==> config.mk <==
export PLATFORM = sky130hd
export DESIGN_NAME = spi_ctx_regs
export DESIGN_NICKNAME = d
export VERILOG_FILES = /design/src/rtl/spi_ctx_regs.sv
export SDC_FILE = /design/constraint.sdc
export NUM_CORES = 2
export LEC_CHECK = 0
export ABC_CLOCK_PERIOD_IN_PS = 5600
export BUFFER_PORTS_ARGS = -buffer_cell sky130_fd_sc_hd__buf_4
export CAP_MARGIN = 0
export CORE_ASPECT_RATIO = 0.6
export CORE_MARGIN = 1
export CORE_UTILIZATION = 40
export CTS_BUF_LIST = sky130_fd_sc_hd__clkbuf_8
export DETAILED_ROUTE_END_ITERATION = 6
export GPL_ROUTABILITY_DRIVEN = 1
export HOLD_SLACK_MARGIN = 0.1
export PLACE_DENSITY = 0.64
export SLEW_MARGIN = 15
export SYNTH_ARGS = -nofsm -noshare
export SYNTH_HDL_FRONTEND = slang
export SYNTH_SLANG_ARGS = --single-unit
==> constraint.sdc <==
create_clock -name clk -period 5.6 [get_ports clk]
set_clock_uncertainty 0.1 [all_clocks]
set_input_delay 1.12 -clock clk [delete_from_list [all_inputs] [get_ports clk]]
set_output_delay 1.12 -clock clk [all_outputs]
set_load 0.01 [all_outputs]
==> src/rtl/spi_ctx_regs.sv <==
module spi_ctx_regs #(
  parameter int NPORTS = 20,
  parameter int AW = 7,
  parameter int DW = 16,
  parameter logic [AW-1:0] MAX_ADDR = 7'h73,
  parameter logic [DW-1:0] ID_VALUE = 16'h0424,
  parameter logic [AW-1:0] CTRL_ADDR = 7'h10,
  parameter int CTX_BIT = 14,
  parameter logic [AW-1:0] ADC_BASE = 7'h40,
  parameter logic [AW-1:0] DAC_BASE = 7'h60
) (
  input  logic              clk,
  input  logic              rst_n,
  input  logic              cs_n,
  input  logic              sclk,
  input  logic              mosi,
  input  logic [NPORTS-1:0] adc_port_mask,
  input  logic [NPORTS-1:0] dac_port_mask,
  output logic              miso,
  output logic              miso_oe
);
  localparam int BW = $clog2(DW);
  localparam int ADC_END = int'(ADC_BASE) + NPORTS;
  localparam int DAC_END = int'(DAC_BASE) + NPORTS;

  logic [DW-1:0] mem [1:MAX_ADDR];
  logic          sclk_q, hdr_done, rd, miso_r;
  logic [BW-1:0] bcnt;
  logic [DW-2:0] sh;
  logic [DW-1:0] tx, ctrl_reg;
  logic [AW-1:0] addr, nxt;
  logic          rise, fall, hdr_end, word_done, ctx, in_adc, in_dac;

  assign rise      = ~cs_n & sclk & ~sclk_q;
  assign fall      = ~cs_n & ~sclk & sclk_q;
  assign hdr_end   = rise & ~hdr_done & (bcnt == BW'(AW));
  assign word_done = rise & hdr_done & (bcnt == BW'(DW-1));
  assign ctrl_reg  = mem[CTRL_ADDR];
  assign ctx       = ctrl_reg[CTX_BIT];
  assign in_adc    = int'(addr) >= int'(ADC_BASE) && int'(addr) < ADC_END;
  assign in_dac    = int'(addr) >= int'(DAC_BASE) && int'(addr) < DAC_END;
  assign miso      = miso_r;
  assign miso_oe   = ~cs_n;

  function automatic logic [DW-1:0] rdval(input logic [AW-1:0] a);
    if (a == '0) return ID_VALUE;
    if (a > MAX_ADDR) return '0;
    return mem[a];
  endfunction

  function automatic logic [AW-1:0] next_port(input logic [AW-1:0] base, input int idx,
                                              input logic [NPORTS-1:0] mask);
    int r = NPORTS;
    for (int j = NPORTS - 1; j >= 0; j--)
      if (j > idx && mask[j]) r = j;
    return AW'(int'(base) + r);
  endfunction

  always_comb begin
    if (ctx && rd && in_adc)
      nxt = next_port(ADC_BASE, int'(addr) - int'(ADC_BASE), adc_port_mask);
    else if (ctx && !rd && in_dac)
      nxt = next_port(DAC_BASE, int'(addr) - int'(DAC_BASE), dac_port_mask);
    else
      nxt = addr + 1'b1;
  end

  always_ff @(posedge clk) begin
    if (!rst_n) begin
      sclk_q   <= 1'b0;
      hdr_done <= 1'b0;
      rd       <= 1'b0;
      miso_r   <= 1'b0;
      bcnt     <= '0;
      sh       <= '0;
      tx       <= '0;
      addr     <= '0;
      for (int i = 1; i <= int'(MAX_ADDR); i++) mem[i] <= '0;
    end else begin
      sclk_q <= sclk;
      if (cs_n) begin
        hdr_done <= 1'b0;
        bcnt     <= '0;
        tx       <= '0;
        miso_r   <= 1'b0;
      end else begin
        if (rise) begin
          sh   <= {sh[DW-3:0], mosi};
          bcnt <= bcnt + 1'b1;
        end
        if (hdr_end) begin
          addr     <= sh[AW-1:0];
          rd       <= mosi;
          hdr_done <= 1'b1;
          bcnt     <= '0;
          tx       <= mosi ? rdval(sh[AW-1:0]) : '0;
        end
        if (word_done) begin
          bcnt <= '0;
          addr <= nxt;
          tx   <= rd ? rdval(nxt) : '0;
          if (!rd && addr != '0 && addr <= MAX_ADDR) mem[addr] <= {sh, mosi};
        end
        if (fall) begin
          miso_r <= tx[DW-1];
          tx     <= {tx[DW-2:0], 1'b0};
        end
      end
    end
  end
endmodule

==> metrics.txt <==
most common cell in the synthesized netlist=edfxtp_1; htree depth=5; met2 usage=42.53%; Worst Setup End Kind=flip-flop; Hold Crit Depth=2; DR pass1 iterations=7; fmax=~0.18 GHz; slowest stage delay, CP=0.97 ns; top cells by area, synth=edfxtp_1 (54%), mux4_2 (13%), and2_1 (10%); post-DP HPWL=338.6 mm; initial drt markers=18230; FF-to-FF Start=addr[2]$_SDFFE_PN0P_; total CTS buffers=328; Yosys cell types=101; core footprint=284000 µm²; Avg Cell Area, Syn=11.67 µm²; final setup fails=0; initial antenna violation count=85; global-route met3 utilization=18.56%; width of the die=about 690 µm; Worst EP arrival=6.39 ns; fraction of the yosys area taken by sequential cells=54.46%; Die Span Y=417.1 µm; die area=289400 µm²; layout cells sized above 1=20.48%; Post-synth top cells=edfxtp_1 (2048), nand2_1 (1935), and2_1 (1846), nand3_1 (724), mux4_2 (668); internal power=0.02502 W; unrepaired setup endpoints after global routing=no; initial core utilization=40.45%; failing checks=DRC; Via Count=92340; num rows=between 150 and 200; Sw Pwr=~0.0088 W; Nets=10370; Sw Share=a little over a quarter; Post-Synthesis Cells=9845; startpoint class of the critical path=flip-flop; Peak VDD IR=0.0002341 V; path length in cells of the critical path=16; Worst Hold Class=in -> reg; routed len/inst=34.39 µm; Synth async-reset ratio=0%; post-DR vias/cell=6.407; WHS=0.3036 ns; required time of the worst setup path=6.43 ns; Hold Path Origin=sclk; GRT busiest layer=met1; IO Count=47; power per standard cell area=258.1 nW/µm²; Worst path top cell family by delay=compound AO/OA/AOI/OAI gates; Final Hold Fails=0; Clk Latency, worst-skew pair=1.04 ns; Gate power share=7.0%; vias in the first global route=about 84000; Cell Chain, Critical Path=buf_12, or4_1, o32ai_2, a2111oi_0, o21bai_1, o311ai_4, or2_4, buf_12, buf_4, nand2_1, nand3_1, a311oi_1, o41ai_1, buf_4, nand4_1, o31ai_1; Clock Power Share=between 30% and 40%; R2R cell count=16; sequential power share=a little over half; #FFs+latches synth=2101; antenna-violating nets left=0; Tcrit/Tclk final=99.23%; Worst Tran Pin Value=1.324 ns; Final Power=0.03384 W; Clock Path Buffers=4; Hold EP=sclk_q$_SDFF_PN0_; Core Util, Final=46.17%; status=finished with violations; Setup Crit Path Kind=reg -> reg; maxcap violations=0; Worst R2R End=tx[14]$_SDFFE_PP0P_; P_leak=46.71 nW; Warnings, synthesis=0; Max stage delay cell, worst path=a311oi_1; largest area contributor in the netlist=edfxtp_1; global-route wire length before repair=680.7 mm; Worst Path Buf+Inv=4; Post-synth top flop=edfxtp_1; EDFF count, synth=2048; CP max FO=37; cell area after synthesis=around 110000 µm²; met1 usage=47.17%; grt total ovfl=0; gr usage total=33.35%; drt total wl=495.7 mm; Clock Tree Root=clkbuf_8; GP Congestion=between 1 and 1.5; R2R Setup Slk=0.04 ns; Port Buf Inserts=46; clock sinks=2101; largest net degree at the start of global routing=133; fin crit period=5.557 ns; top-area cell type share of the netlist area=53.54%; P&R area growth vs syn=14.14%; filler cell count=25460; DRC Markers=1; CTS tree=yes; Slew HR=11.72%; clock transition at the registers of the reported paths=roughly 0.07 ns; Slew Viols, Final=0
-- per-stage QoR --
step           area [µm²]  worst slack (ns)   TNS, ns  cells
2_1_floorplan      115600            0.9341         0  10040
3_3_place_gp       124900           -0.3324   -0.6020  13810
3_5_place_dp       124900           -0.2687   -0.4223  13810
4_1_cts            130900          -0.04937  -0.04937  14390
5_1_grt            131100          0.002855         0  14390
6_report           131100           0.04318         0  14410
-- power groups by stage --
stage / registers [W] / clock network (W) / logic (W)
after global placement: 0.0187 / 0 / 0.00221
final: 0.0184 / 0.0131 / 0.00236
after floorplan: 0.0185 / 0 / 0.00122
after detailed placement: 0.0187 / 0 / 0.00223
after CTS: 0.0184 / 0.0130 / 0.00224
after global routing: 0.0185 / 0.0136 / 0.00239
-- layer usage --
layer  part of all wire, %  vias up  wire, µm
li1                      -    36670         -
met1                    38    46050    187100
met2                    38     8398    187600
met3                    20     1148    101100
met4                   3.9       76     19220
met5                  0.15        -       724
-- worst max path at each step --
stage | from | to
floorplan | cs_n | mem[40][0]$_SDFFCE_PN0P_
global placement | adc_port_mask[9] | tx[6]$_SDFFE_PP0P_
detailed placement | adc_port_mask[9] | tx[6]$_SDFFE_PP0P_
CTS | addr[0]$_SDFFE_PN0P_ | tx[15]$_SDFFE_PP0P_
global route | addr[1]$_SDFFE_PN0P_ | tx[7]$_SDFFE_PP0P_
finish | addr[2]$_SDFFE_PN0P_ | tx[14]$_SDFFE_PP0P_
-- repair_timing --
item | CTS | global route
buffers inserted | 0 | 6
resized for setup | 4 | 15
pin swaps | 0 | 3
endpoints found under the setup margin | 3 | 12
cloned | 0 | 0
hold buffers | 0 | 0
-- placed cells by master, fill, tap and decap left out, drive strengths merged, types with 23 or more instances in the layout --
cell type,synthesis,routed
nor2,184,184
conb,1,192
a21oi,219,219
and3,145,145
dfxtp,53,53
buf,394,909
mux2i,137,137
clkinv,1,126
a211oi,29,29
o211ai,63,63
nor4,25,25
nand3,724,724
and2,1847,1847
nand2,1935,1935
a311oi,97,97
edfxtp,2048,2048
o21a,23,23
clkbuf,560,333
o22ai,35,35
mux4,668,668
nor3,41,41
a31oi,103,103
o21ai,189,189
inv,28,123
-- worst reg2reg max path, stage by stage, from the launching register on --
cell and delay [ns]:
dfxtp_1 0.33, buf_12 0.17, or4_1 0.69, o32ai_2 0.30, a2111oi_0 0.13, o21bai_1 0.47
o311ai_4 0.26, or2_4 0.38, buf_12 0.22, buf_4 0.30, nand2_1 0.15, nand3_1 0.32
a311oi_1 0.97, o41ai_1 0.24, buf_4 0.23, nand4_1 0.09, o31ai_1 0.09
-- layout make-up --
cell class | instances | area (µm²) | area share (%)
Clock buffer | 333 | 4583 | 3.496
Clock inverter | 242 | 1396 | 1.065
Multi-Input combinational cell | 6952 | 49320 | 37.62
Antenna cell | 22 | 55.05 | 0.04199
Sequential cell | 2101 | 62640 | 47.78
Inverter | 29 | 108.9 | 0.08302
Tap cell | 3825 | 4786 | 3.650
Timing Repair Buffer | 909 | 8217 | 6.267
-- state kept, by name, indices dropped and copies added (netlist names), named ones only --
signal    count
rd            1
sh           15
mem        2048
addr          7
tx           16
sclk_q        1
miso          1
bcnt          4
hdr_done      1
-- logic make-up (layout without fill, tap and decap cells) --
| kind of cell | Yosys count | in the layout | share of synthesized area (%) |
|---|---|---|---|
| DFF | 2101 | 2101 | 54.46 |
| muxes | 816 | 816 | 14.40 |
| xor gates and xnor gates | 11 | 11 | 0.08387 |
| buffers and inverters | 983 | 1513 | 3.695 |
| other | 1 | 214 | 0.003264 |
| adders and majority gates | 5 | 5 | 0.05446 |
| AOI/OAI and AO/OA | 943 | 943 | 5.507 |
| and+or+nand+nor | 4985 | 4985 | 21.80 |
No activity file was read; power rests on OpenSTA's default activity.
